--- src/rtl/fcg_pkg.sv ---
package fcg_pkg;
    localparam int CTL_W     = 32;
    localparam int N_CAP     = 4;
    localparam int B_PSE     = 4;
    localparam int B_PAE     = 5;
    localparam int B_PGE     = 7;
    localparam int B_SEGBASE = 16;
    localparam int B_CTXID   = 17;
    localparam int B_XSTATE  = 18;
    localparam int B_EXECG   = 20;

    localparam logic [CTL_W-1:0] FLUSH_MASK =
        (CTL_W'(1) << B_PSE) | (CTL_W'(1) << B_PAE) | (CTL_W'(1) << B_PGE) |
        (CTL_W'(1) << B_CTXID) | (CTL_W'(1) << B_EXECG);

    localparam logic [CTL_W-1:0] RSVD_MASK = 32'hFFE0_0000 | (CTL_W'(1) << 19);

    typedef enum logic [1:0] {
        S_IDLE    = 2'd0,
        S_TOOK    = 2'd1,
        S_REFUSED = 2'd2
    } wr_state_e;

    // capability vector index -> register bit it unlocks
    function automatic int cap_bit(input int idx);
        case (idx)
            0:       cap_bit = B_SEGBASE;
            1:       cap_bit = B_CTXID;
            2:       cap_bit = B_XSTATE;
            default: cap_bit = B_EXECG;
        endcase
    endfunction
endpackage

--- src/rtl/fcg_mask_build.sv ---
module fcg_mask_build
    import fcg_pkg::*;
#(
    parameter int               W         = CTL_W,
    parameter logic [W-1:0]     LOW_ALLOW = 32'h0000_00FF
) (
    input  logic [N_CAP-1:0] cap_vec,
    output logic [W-1:0]     allow
);
    logic [N_CAP-1:0][W-1:0] part;

    for (genvar g = 0; g < N_CAP; g++) begin : g_cap
        assign part[g] = cap_vec[g] ? ({{(W-1){1'b0}}, 1'b1} << cap_bit(g)) : '0;
    end

    always_comb begin
        allow = LOW_ALLOW;
        for (int i = 0; i < N_CAP; i++) begin
            allow = allow | part[i];
        end
    end
endmodule

--- src/rtl/fcg_change_detect.sv ---
module fcg_change_detect
    import fcg_pkg::*;
#(
    parameter int W = CTL_W
) (
    input  logic [W-1:0] old_val,
    input  logic [W-1:0] new_val,
    input  logic         paging_on,
    input  logic         long_mode,
    output logic         need_flush,
    output logic         need_reload
);
    logic [W-1:0] diff;

    always_comb begin
        diff        = (old_val ^ new_val) & FLUSH_MASK[W-1:0];
        need_flush  = |diff;
        need_reload = need_flush && paging_on && new_val[B_PAE] && !long_mode;
    end
endmodule

--- src/rtl/feat_ctl_guard.sv ---
module feat_ctl_guard
    import fcg_pkg::*;
#(
    parameter logic [CTL_W-1:0] LOW_ALLOW = 32'h0000_00FF
) (
    input  logic             clk,
    input  logic             rst_n,
    input  logic             wr_en,
    input  logic [CTL_W-1:0] wr_data,
    input  logic             cap_seg_base,
    input  logic             cap_ctx_id,
    input  logic             cap_xstate,
    input  logic             cap_exec_guard,
    input  logic             paging_on,
    input  logic             long_mode,
    output logic [CTL_W-1:0] ctl_q,
    output logic             wr_fault,
    output logic             tlb_flush,
    output logic             pdpt_reload
);
    wr_state_e        state_q, state_d;
    logic [CTL_W-1:0] allow;
    logic             legal;
    logic             need_flush, need_reload;
    logic             flush_q, reload_q;

    fcg_mask_build #(.W(CTL_W), .LOW_ALLOW(LOW_ALLOW)) u_mask (
        .cap_vec ({cap_exec_guard, cap_xstate, cap_ctx_id, cap_seg_base}),
        .allow   (allow)
    );

    fcg_change_detect #(.W(CTL_W)) u_diff (
        .old_val     (ctl_q),
        .new_val     (wr_data),
        .paging_on   (paging_on),
        .long_mode   (long_mode),
        .need_flush  (need_flush),
        .need_reload (need_reload)
    );

    assign legal = ((wr_data & ~allow) == '0);

    // next-state selection
    always_comb begin
        state_d = S_IDLE;
        if (wr_en) begin
            state_d = legal ? S_TOOK : S_REFUSED;
        end
    end

    // state register
    always_ff @(posedge clk) begin
        if (!rst_n) begin
            state_q <= S_IDLE;
        end else begin
            state_q <= state_d;
        end
    end

    // datapath registers
    always_ff @(posedge clk) begin
        if (!rst_n) begin
            ctl_q    <= '0;
            flush_q  <= 1'b0;
            reload_q <= 1'b0;
        end else begin
            flush_q  <= wr_en && legal && need_flush;
            reload_q <= wr_en && legal && need_reload;
            if (wr_en && legal) begin
                ctl_q <= wr_data;
            end
        end
    end

    // outputs from state
    always_comb begin
        wr_fault    = 1'b0;
        tlb_flush   = 1'b0;
        pdpt_reload = 1'b0;
        unique case (state_q)
            S_IDLE:    ;
            S_TOOK: begin
                tlb_flush   = flush_q;
                pdpt_reload = reload_q;
            end
            S_REFUSED: wr_fault = 1'b1;
            default:   ;
        endcase
    end


    rsvd_zero_chk: assert property (@(posedge clk) disable iff (!rst_n)
        (ctl_q & RSVD_MASK) == '0);


    fault_hold_chk: assert property (@(posedge clk) disable iff (!rst_n)
        wr_fault |-> (ctl_q == $past(ctl_q)));


    fault_excl_chk: assert property (@(posedge clk) disable iff (!rst_n)
        !(wr_fault && tlb_flush));


    reload_needs_flush_chk: assert property (@(posedge clk) disable iff (!rst_n)
        pdpt_reload |-> tlb_flush);


    flush_real_change_chk: assert property (@(posedge clk) disable iff (!rst_n)
        tlb_flush |-> (((ctl_q ^ $past(ctl_q)) & FLUSH_MASK) != '0));


    exec_cap_chk: assert property (@(posedge clk) disable iff (!rst_n)
        (ctl_q[B_EXECG] && !$past(ctl_q[B_EXECG])) |-> $past(cap_exec_guard));


    idle_quiet_chk: assert property (@(posedge clk) disable iff (!rst_n)
        !$past(wr_en) |-> (!wr_fault && !tlb_flush && ctl_q == $past(ctl_q)));
endmodule

--- config.mk ---
export PLATFORM = sky130hd
export DESIGN_NAME = feat_ctl_guard
export DESIGN_NICKNAME = d
export VERILOG_FILES = /design/src/rtl/fcg_pkg.sv /design/src/rtl/fcg_mask_build.sv /design/src/rtl/fcg_change_detect.sv /design/src/rtl/feat_ctl_guard.sv
export SDC_FILE = /design/constraint.sdc
export NUM_CORES = 1
export LEC_CHECK = 0
export ABC_AREA = 1
export BUFFER_PORTS_ARGS = -buffer_cell sky130_fd_sc_hd__buf_4
export CORE_UTILIZATION = 40
export CTS_CLUSTER_SIZE = 30
export DETAILED_ROUTE_END_ITERATION = 8
export PLACE_DENSITY = 0.73
export SLEW_MARGIN = 20
export SYNTH_ARGS = -nofsm -noshare
export SYNTH_HDL_FRONTEND = slang
export SYNTH_SLANG_ARGS = --single-unit
--- constraint.sdc ---
create_clock -name clk -period 1.1 [get_ports clk]
set_clock_uncertainty 0.15 [all_clocks]
set_input_delay 0.11 -clock clk [delete_from_list [all_inputs] [get_ports clk]]
set_output_delay 0.11 -clock clk [all_outputs]
set_load 0.005 [all_outputs]
==> results.py, run 1 <==
metrics = {
    "logic_synthesis": {
        "synth_compound_area_share_pct": 3.713,
        "synthMuxAreaShare_pct": 0,
        "synth_top_family_by_area": "simple AND/OR/NAND/NOR gates",
        "syn_nets": 238,
        "avgSynthCellArea_um2": 7.526,
        "synth_xor_area_share_pct": 2.954,
        "synth-adder-area-share_pct": 0,
        "ys.flop_type": "dfxtp_1",
        "synth_top_cell_area_share_pct": 48.61,
        "synth_cell_types": 23,
        "async_flop_share_pct": 0,
        "yosys.cell_count.top_type": "nor2_1",
        "synth_top_area_cell": "dfxtp_1",
        "postSynthCellCount": 197,
        "synth_area_leaders": "dfxtp_1, nor2_1, nand2_1",
        "synthSimpleGateAreaFrac_pct": 34.60,
        "synth_edf_count": 0,
        "synth_warnings": 0,
        "yosysSeqAreaShare_pct": 48.61,
        "syn-cell-area_um2": 1483,
        "synth_top_cells_by_count": "nor2_1, nand2_1, dfxtp_1",
        "ys_ff_latch": 36,
    },
    "placement": {
        "place.detailed.hpwl_mm": 2.340,
        "place_congestion": 0.7502,
        "io_buffers": 75,
        "place_inst": 319,
        "postPlaceCellArea_um2": 2177,
    },
    "timing": {
        "setup_viol": 6,
        "fmax_mhz": 834.8,
        "tightest_slew_ns": 0.2280,
        "maxSlewViolCount": 0,
        "fin_crit_ns": 1.198,
        "rsz0062_at_grt": "true",
        "slew_headroom_pct": 84.80,
        "finalHoldViolCount": 0,
        "post-route-period-util_pct": 108.9,
        "fin_ws_ns": -0.09790,
        "whs_ns": 0.006148,
    },
    "power": {
        "ir_worst_vdd_v": 0.0007311,
        "power.total_uw": 2539,
        "p_leak_uw": 0.001268,
        "powerDensity_nw_per_um2": 959.5,
    },
    "clocking": {
        "cts_num_sinks": 36,
        "htreeDepth": 2,
        "clockBufferDepth": 2,
        "cts_made_buffers": 5,
        "cts_tree": "yes",
        "clk_pin_slew_ns": 0.07,
        "clk_latency_ns": 0.29,
        "clock-root-buffer": "clkbuf_8",
    },
    "floorplanning": {
        "die-height_um": 62.88,
        "core_um2": 3442,
        "start_util_pct": 43.08,
        "fp.dieArea_um2": 3954,
        "fp.dieW_um": 62.88,
        "fp-row-count": 21,
        "io_pins": 76,
    },
    "cells_and_area": {
        "final_cell_area_um2": 2646,
        "nets": 339,
        "final.fill_count": 259,
        "syn_to_final_growth_pct": 78.48,
        "n_antenna_cell": 0,
        "layout.cells.non_filler": 345,
        "layout-drive-gt1-share_pct": 46.15,
    },
    "run_status": {
        "failed_checks": "negative setup slack",
        "status": "finished with violations",
    },
    "drt": {
        "drc": 0,
        "ant_nets": 0,
        "wl_mm": 4.042,
        "dr.pass1.iters": 4,
        "drt_iter0_markers": 49,
        "vias_per_cell": 4.559,
        "dr_total_vias": 1573,
        "route.detailed.wl_per_inst_um": 11.72,
    },
    "worst_setup_path": {
        "critPathArrivalTime_ns": 0.94,
        "end_kind": "primary output",
        "critPathBufInv": 2,
        "path_cells": "inv_2 -> and3_4 -> buf_6",
        "crit_family": "flip-flops",
        "worstSetupPathType": "flop to primary output",
        "crit_required_ns": 0.84,
        "worstPathMaxFanout": 3,
        "start_kind": "flop",
        "slowest_stage": "dfxtp_2",
        "critPathMaxStageDelay_ns": 0.32,
    },
    "global_routing": {
        "overflow": 0,
        "antenna_found_initial": 0,
        "grt_start_max_net_pins": 22,
        "grt_pass1_wl_mm": 5.595,
        "gr-usage-all-layers_pct": 18.15,
        "grt_pass1_vias": 1367,
    },
    "run": {
        "drv_cap": 0,
    },
    "hold_path": {
        "hold_class": "input port to flop",
    },
}
## worst reg2reg max path: stages (launching register included)
cell     delay (ns)
dfxtp_2        0.34
xor2_1         0.14
nor2_1         0.13
nand4_1        0.13
nor2b_1        0.16
## per-layer routing
layer  GRT usage [%]  vias to the layer above  wire length, um
met2           32.12                       49             2141
met5               0                        -                0
met4           6.977                        0               68
li1                -                      802                -
met1           19.50                      714             1627
met3           6.387                        8              205
## cells in the final DEF (no fill, tap or decap), types with 2 or more instances in the layout
cell / Yosys / routed
buf_4: 0 / 72
nand2_1: 43 / 38
nor2_1: 46 / 36
dfxtp_1: 36 / 31
inv_1: 19 / 17
buf_6: 3 / 15
a21oi_1: 11 / 11
dlygate4sd3_1: 0 / 10
nor2_2: 2 / 8
nand3_1: 14 / 8
nand2_2: 2 / 7
nand3_2: 0 / 6
clkbuf_8: 0 / 5
dfxtp_2: 0 / 5
nor2_4: 0 / 4
buf_12: 0 / 4
xnor2_1: 3 / 3
clkbuf_16: 0 / 3
and3_4: 0 / 2
nand2_8: 0 / 2
xor2_1: 2 / 2
clkbuf_1: 3 / 2
## state kept, by name, summed over array words and instances (netlist names)
name,cells
state_q,2
ctl_q,32
reload_q,1
flush_q,1
## power breakdown
part	total [uW]	switching, uW	internal, uW
registers	1310	0.722	1300
logic	318	130	188
clock network	915	464	452
total	2540	594	1940
## kinds of logic (layout without fill, tap and decap cells)
logic type	count (synthesis)	count (layout)
XOR/XNOR	5	5
buffers and inverters	30	131
AND/OR/NAND/NOR	115	116
flip-flops	36	36
AO/OA/AOI/OAI	11	11
## stage by stage
stage / setup TNS (ns) / setup slack [ns] / utilization, %
6_report: -0.2954 / -0.09790 / 76.88
5_1_grt: -1.380 / -0.1348 / 76.88
4_1_cts: -0.2270 / -0.08174 / 69.28
3_5_place_dp: -7.466 / -0.2391 / 63.25
3_3_place_gp: -7.286 / -0.2206 / 63.25
2_1_floorplan: -1.949 / -0.07443 / -
## final timing paths
path	from	cells after the start	endpoint	slack, ns
max	state_q[1]	3	pdpt_reload	-0.1
min	wr_data[16]	5	ctl_q[16]	0.006
max reg2reg	ctl_q[17]	4	flush_q	-0.05
min reg2reg	ctl_q[25]	2	ctl_q[25]	0.29
## what timing repair did
item	in CTS	in global routing
endpoints found under the hold margin	9	0
cloned	0	5
gates resized for setup	12	33
pin swaps	2	17
endpoints found under the setup margin	8	29
buffers inserted	0	4
hold buffers	10	0
## cell type report
class / instances / area [um^2] / share of cell area (%)
flip-flops and latches: 36 / 726.9 / 27.47
well taps: 46 / 57.56 / 2.175
multi-input cells: 132 / 738.2 / 27.90
inverters: 19 / 73.82 / 2.790
clock buffers: 7 / 76.32 / 2.884
repair buffers: 104 / 964.7 / 36.45
clock inverters: 1 / 8.758 / 0.3310
(Power assumes the default switching activity.)
==> inputs of run 2 (changes only) <==
ABC_AREA = not set   (was 1)
ABC_CLOCK_PERIOD_IN_PS = 1100   (was not set)
CORE_UTILIZATION = 39   (was 40)
==> run 2 against run 1 <==
  * The run still ends with negative setup slack left
  * Combinational power is 5% lower
  * Synthesized cell count is 32% lower
  * Maximum frequency is 9.3% lower
  * Worst hold slack better by 0.0099 ns
  * Cell count is 17% lower
  * Worst setup slack worse by 0.12 ns
  * Register-to-register slack worse by 0.05 ns
  * Critical path depth is 3 higher
  * Wire length is 2.3% higher
  * Utilization is 0.28 points lower
  * Non-clock buffer count is 3 higher
  * Critical path type is now input port to flop
  * Highest routed layer unchanged
==> results.py, run 2 <==
metrics = {
    "drt": {
        "dr_total_vias": 1391,
        "dr.pass1.iters": 4,
        "vias_per_cell": 4.864,
        "ant_nets": 0,
        "drt_iter0_markers": 45,
        "drc": 0,
        "wl_mm": 4.134,
        "route.detailed.wl_per_inst_um": 14.45,
    },
    "clocking": {
        "clk_pin_slew_ns": 0.11,
        "cts_made_buffers": 5,
        "clock-root-buffer": "clkbuf_4",
        "cts_num_sinks": 36,
        "cts_tree": "yes",
        "clk_latency_ns": 0.35,
        "htreeDepth": 2,
        "clockBufferDepth": 2,
    },
    "logic_synthesis": {
        "postSynthCellCount": 134,
        "syn_nets": 175,
        "synth_warnings": 0,
        "yosysSeqAreaShare_pct": 53.28,
        "synth_top_area_cell": "dfxtp_1",
        "syn-cell-area_um2": 1353,
        "synth_top_cell_area_share_pct": 53.28,
        "synth_top_cells_by_count": "dfxtp_1, nand2_1, and3_1",
        "async_flop_share_pct": 0,
        "synth_area_leaders": "dfxtp_1, and3_1, mux2i_1",
        "synth_edf_count": 0,
        "ys.flop_type": "dfxtp_1",
        "yosys.cell_count.top_type": "dfxtp_1",
        "avgSynthCellArea_um2": 10.09,
        "ys_ff_latch": 36,
        "synth_cell_types": 23,
    },
    "run_status": {
        "status": "finished with violations",
        "failed_checks": "negative setup slack",
    },
    "worst_setup_path": {
        "start_kind": "input port",
        "critPathArrivalTime_ns": 1.43,
        "crit_family": "simple AND/OR/NAND/NOR gates",
        "worstPathMaxFanout": 6,
        "end_kind": "flop",
        "slowest_stage": "or4_4",
        "critPathBufInv": 2,
        "worstSetupPathType": "input port to flop",
        "critPathMaxStageDelay_ns": 0.53,
        "crit_required_ns": 1.21,
        "path_cells": "buf_6 -> or4_4 -> nor2_4 -> and3_4 -> buf_12 -> mux2i_1",
    },
    "timing": {
        "setup_viol": 41,
        "tightest_slew_ns": 0.2661,
        "maxSlewViolCount": 0,
        "fin_crit_ns": 1.321,
        "fin_ws_ns": -0.2210,
        "post-route-period-util_pct": 120.1,
        "fmax_mhz": 757.0,
        "rsz0062_at_grt": "true",
        "slew_headroom_pct": 82.09,
        "fin_tns_setup_ns": -6.806,
        "finalHoldViolCount": 0,
    },
    "power": {
        "p_leak_uw": 0.001234,
        "ir_worst_vdd_v": 0.0006830,
        "power.total_uw": 2527,
        "powerDensity_nw_per_um2": 988.6,
    },
    "global_routing": {
        "grt_pass1_wl_mm": 5.457,
        "grt_start_max_net_pins": 29,
        "grt_pass1_vias": 1232,
        "overflow": 0,
        "gr-usage-all-layers_pct": 20.77,
        "antenna_found_initial": 0,
    },
    "cells_and_area": {
        "n_antenna_cell": 0,
        "final.fill_count": 219,
        "final_common_cell": "buf_4",
        "syn_to_final_growth_pct": 88.99,
        "largest_reg_flops": 32,
        "final_cell_area_um2": 2556,
        "regMostFlops": "ctl_q",
        "nets": 280,
        "multiInputGateArea_um2": 669.4,
        "layout_common_cells": "buf_4, dfxtp_2, buf_6",
        "largestRegisters": "ctl_q (32), state_q (2)",
        "layout-drive-gt1-share_pct": 61.67,
        "ff_latch_area_um2": 759.5,
    },
    "placement": {
        "postPlaceCellArea_um2": 2026,
        "place.detailed.hpwl_mm": 2.443,
        "io_buffers": 75,
        "pre_cts_ws_ns": -0.6276,
        "place_congestion": 0.6877,
    },
    "floorplanning": {
        "start_util_pct": 40.53,
        "fp-row-count": 21,
        "fp.dieW_um": 60.89,
        "fp.dieArea_um2": 3708,
        "io_pins": 76,
        "die-height_um": 60.89,
        "core_um2": 3337,
    },
    "run": {
        "drv_cap": 0,
    },
    "hold_path": {
        "hold_class": "input port to flop",
    },
}
## run 2: cell types whose count changed after synthesis, sizes merged, moves of 2 or more
cell,previous run,this run
mux2i,0,12
nor4,0,4
nand3,14,1
buf,7,2
inv,19,2
clkbuf,4,7
nand2,46,25
and3,2,23
and3b,0,2
nor2,49,2
or4,0,2
nor2b,1,5
a21oi,11,0
## run 2: logic make-up (layout without fill, tap and decap cells)
family	after synthesis	after routing	synth area share [%]
AOI/OAI and AO/OA	1	1	1.110
and+or+nand+nor	69	69	28.68
xor gates and xnor gates	5	5	3.238
muxes	12	12	8.881
DFF	36	36	53.28
buffers and inverters	11	117	4.811
## run 2: what timing repair did
action	4_1_cts	5_1_grt
gates cloned	1	0
gates resized for setup	19	62
hold buffers	14	1
setup buffers	3	1
pin swaps	7	7
endpoints found under the hold margin	13	1
endpoints found under the setup margin	42	66
## run 2: worst paths after layout
| kind | startpoint | to | slack [ns] | cells past startpoint |
|---|---|---|---|---|
| worst min register to register | ctl_q[3] | ctl_q[3] | 0.32 | 2 |
| worst max-delay path | wr_data[25] | ctl_q[7] | -0.22 | 6 |
| worst min-delay path | wr_data[4] | flush_q | 0.02 | 5 |
| worst max register to register | ctl_q[17] | reload_q | -0.10 | 4 |
## run 2: metal layers
| layer | wire length (um) | GRT usage, % | vias to the layer above |
|---|---|---|---|
| met2 | 2210 | 34.54 | 53 |
| met4 | 142 | 11.36 | 0 |
| met5 | 0 | 0 | - |
| met1 | 1522 | 22.50 | 661 |
| li1 | - | - | 665 |
| met3 | 259 | 8.529 | 12 |
## run 2: where the power goes
part	internal [uW]	leakage [uW]	switching, uW	total [uW]
registers	1300	0.000306	1.29	1300
logic	194	0.000886	107	302
clock network	476	0.0000422	444	921
## run 2: cell type report
type,instances,share of cell area (%)
inverters,2,0.2937
clock inverters,2,1.371
repair buffers,107,38.57
well taps,46,2.252
multi-input cells,87,26.19
flip-flops and latches,36,29.71
clock buffers,6,1.615
## run 2: tightest hold or removal path: stages
cell and delay [ns]:
buf_4 0.10, xnor2_2 0.07, nand3_2 0.08, nor3_4 0.05
nor2_1 0.08
## run 2: through the flow
stage / utilization (%) / hold WS (ns) / instances
2_1_floorplan: - / 0.03548 / 134
3_3_place_gp: 60.70 / 0.1250 / 259
3_5_place_dp: 60.70 / 0.1243 / 259
4_1_cts: 70.45 / 0.01077 / 284
5_1_grt: 76.60 / 0.02367 / 286
6_report: 76.60 / 0.01602 / 286
==> inputs of run 3 (changes only) <==
CORE_UTILIZATION = 40   (was 39)
CTS_BUF_LIST = sky130_fd_sc_hd__clkbuf_4   (was not set)
PLACE_DENSITY = 0.74   (was 0.73)
==> run 3 against run 2 <==
  * The run still ends with negative setup slack left
  * Critical path depth unchanged
  * Via count rose by 4.2%
  * Largest power group unchanged
  * Clock-buffer cell count shrank 1
  * Combinational power down 2%
  * Critical endpoint is now ctl_q[16]
  * Utilization is 6.0 points higher
  * Non-clock buffer count up 4
  * Critical path type unchanged
  * Die area shrank 2.4%
  * Design area rose by 1.0%
  * Sequential share of layout area down 0.25 points
  * Wire length increased by 23%
==> results.py, run 3 (same netlist as run 2, synthesis figures left out) <==
metrics = {
    "run_status": {
        "status": "finished with violations",
        "failed_checks": "negative setup slack",
    },
    "global_routing": {
        "grt_start_max_net_pins": 27,
        "overflow": 0,
        "grt_pass1_wl_mm": 6.085,
        "gr-usage-all-layers_pct": 23.63,
        "grt_pass1_vias": 1403,
        "antenna_found_initial": 0,
    },
    "placement": {
        "place_inst": 259,
        "place.detailed.hpwl_mm": 2.574,
        "place_congestion": 0.7803,
        "postPlaceCellArea_um2": 2038,
        "io_buffers": 75,
    },
    "power": {
        "power.total_uw": 2358,
        "p_leak_uw": 0.001226,
        "ir_worst_vdd_v": 0.0007184,
        "powerDensity_nw_per_um2": 913.2,
    },
    "drt": {
        "drt_iter0_markers": 60,
        "wl_mm": 5.074,
        "drc": 0,
        "route.detailed.wl_per_inst_um": 17.62,
        "dr.pass1.iters": 4,
        "dr_total_vias": 1450,
        "ant_nets": 0,
        "vias_per_cell": 5.035,
    },
    "clocking": {
        "clockBufferDepth": 2,
        "cts_tree": "yes",
        "htreeDepth": 2,
        "clk_latency_ns": 0.36,
        "clock-root-buffer": "clkbuf_4",
        "clk_pin_slew_ns": 0.13,
        "cts_num_sinks": 36,
        "cts_made_buffers": 5,
    },
    "worst_setup_path": {
        "r2r_setup_slack_ns": -0.12,
        "worstSetupPathType": "input port to flop",
        "end_kind": "flop",
        "critPathArrivalTime_ns": 1.51,
        "r2r_cells": 4,
        "reg2reg_to": "reload_q",
        "worstPathMaxFanout": 6,
        "crit_required_ns": 1.23,
        "reg2reg_from": "ctl_q[17]",
        "start_kind": "input port",
    },
    "cells_and_area": {
        "layout.cells.non_filler": 288,
        "n_antenna_cell": 0,
        "final_common_cell": "buf_4",
        "largestRegisters": "ctl_q (32), state_q (2)",
        "syn_to_final_growth_pct": 90.93,
        "nets": 284,
        "final_util_pct": 82.56,
        "largest_reg_flops": 32,
        "layout_common_cells": "buf_4, buf_6, dfxtp_2",
        "final.fill_count": 175,
        "regMostFlops": "ctl_q",
        "final_cell_area_um2": 2582,
        "layout-drive-gt1-share_pct": 62.70,
    },
    "hold_path": {
        "hold_class": "input port to flop",
        "min_to": "ctl_q[18]",
        "hold_path_depth": 4,
        "hp-start": "wr_data[18]",
    },
    "floorplanning": {
        "fp.dieArea_um2": 3618,
        "start_util_pct": 43.24,
        "core_um2": 3128,
        "die-height_um": 60.15,
        "fp.dieW_um": 60.15,
        "io_pins": 76,
        "fp-row-count": 20,
    },
    "timing": {
        "rsz0062_at_grt": "true",
        "tightest_slew_ns": 0.2968,
        "setup_viol": 45,
        "fmax_mhz": 724.1,
        "post-route-period-util_pct": 125.5,
        "finalHoldViolCount": 0,
        "fin_ws_ns": -0.2810,
        "fin_crit_ns": 1.381,
        "maxSlewViolCount": 0,
        "slew_headroom_pct": 80.03,
    },
    "run": {
        "drv_cap": 0,
    },
}
run 3: changes by cell type in the layout (fill, tap and decap cells not counted), moves of 2 or more:
cell,before,now
buf_6,30,40
xnor2_1,0,2
nor2b_1,1,4
clkinvlp_4,0,2
nor2b_4,4,1
buf_4,60,55
xnor2_2,3,1
run 3: area by class of cell:
type,instances,area [um^2],area share (%)
clock buffer,5,37.54,1.453
sequential,36,760.7,29.46
multi-input combinational,87,646.9,25.05
clock inverter,3,23.77,0.9205
tap,44,55.05,2.132
inverter,2,7.507,0.2907
timing repair buffer,111,1051,40.70
run 3: worst max-delay path by stage:
stage / to / from / cells past startpoint / slack [ns]
6_report: ctl_q[16] / wr_data[15] / 6 / -0.28
3_3_place_gp: ctl_q[6] / wr_data[16] / 7 / -0.56
2_1_floorplan: ctl_q[0] / wr_data[12] / 6 / -0.44
4_1_cts: ctl_q[6] / wr_data[25] / 6 / -0.20
3_5_place_dp: ctl_q[6] / wr_data[12] / 6 / -0.61
5_1_grt: ctl_q[16] / wr_data[15] / 6 / -0.27
run 3: through the flow:
step                      setup TNS, ns  setup WS, ns  hold WS (ns)
after floorplan                  -11.99       -0.4412       0.03548
after global placement           -18.28       -0.5619        0.1245
after detailed placement         -18.45       -0.6057        0.1242
after CTS                        -4.783       -0.2044     -0.001770
after global routing             -9.714       -0.2704    -0.0005439
final                            -9.011       -0.2810       0.01237
run 3: layer usage:
metal  share of wire, %  wire [um]  global-route usage [%]
met1                 36       1845                   23.07
met2                 54       2754                   43.80
met3                5.4        272                   7.359
met4                4.0        201                   12.29
met5                  0          0                       0
run 3: worst max-delay path, stage by stage:
cell and delay, ns:
buf_6 0.09, or4_4 0.55, nor2_4 0.15, and3_4 0.25, buf_16 0.15, mux2i_1 0.22
run 3: power breakdown:
part	internal, uW	switching (uW)	total, uW
clock network	251	505	756
logic	185	111	297
registers	1300	1.45	1310
total	1740	618	2360
run 3: timing repair:
action / in CTS / in global routing
pin swaps: 5 / 7
hold endpoints to repair: 13 / 0
cloned: 1 / 0
resized for setup: 23 / 64
endpoints found under the setup margin: 42 / 70
hold buffers: 14 / 0
setup buffers: 3 / 3
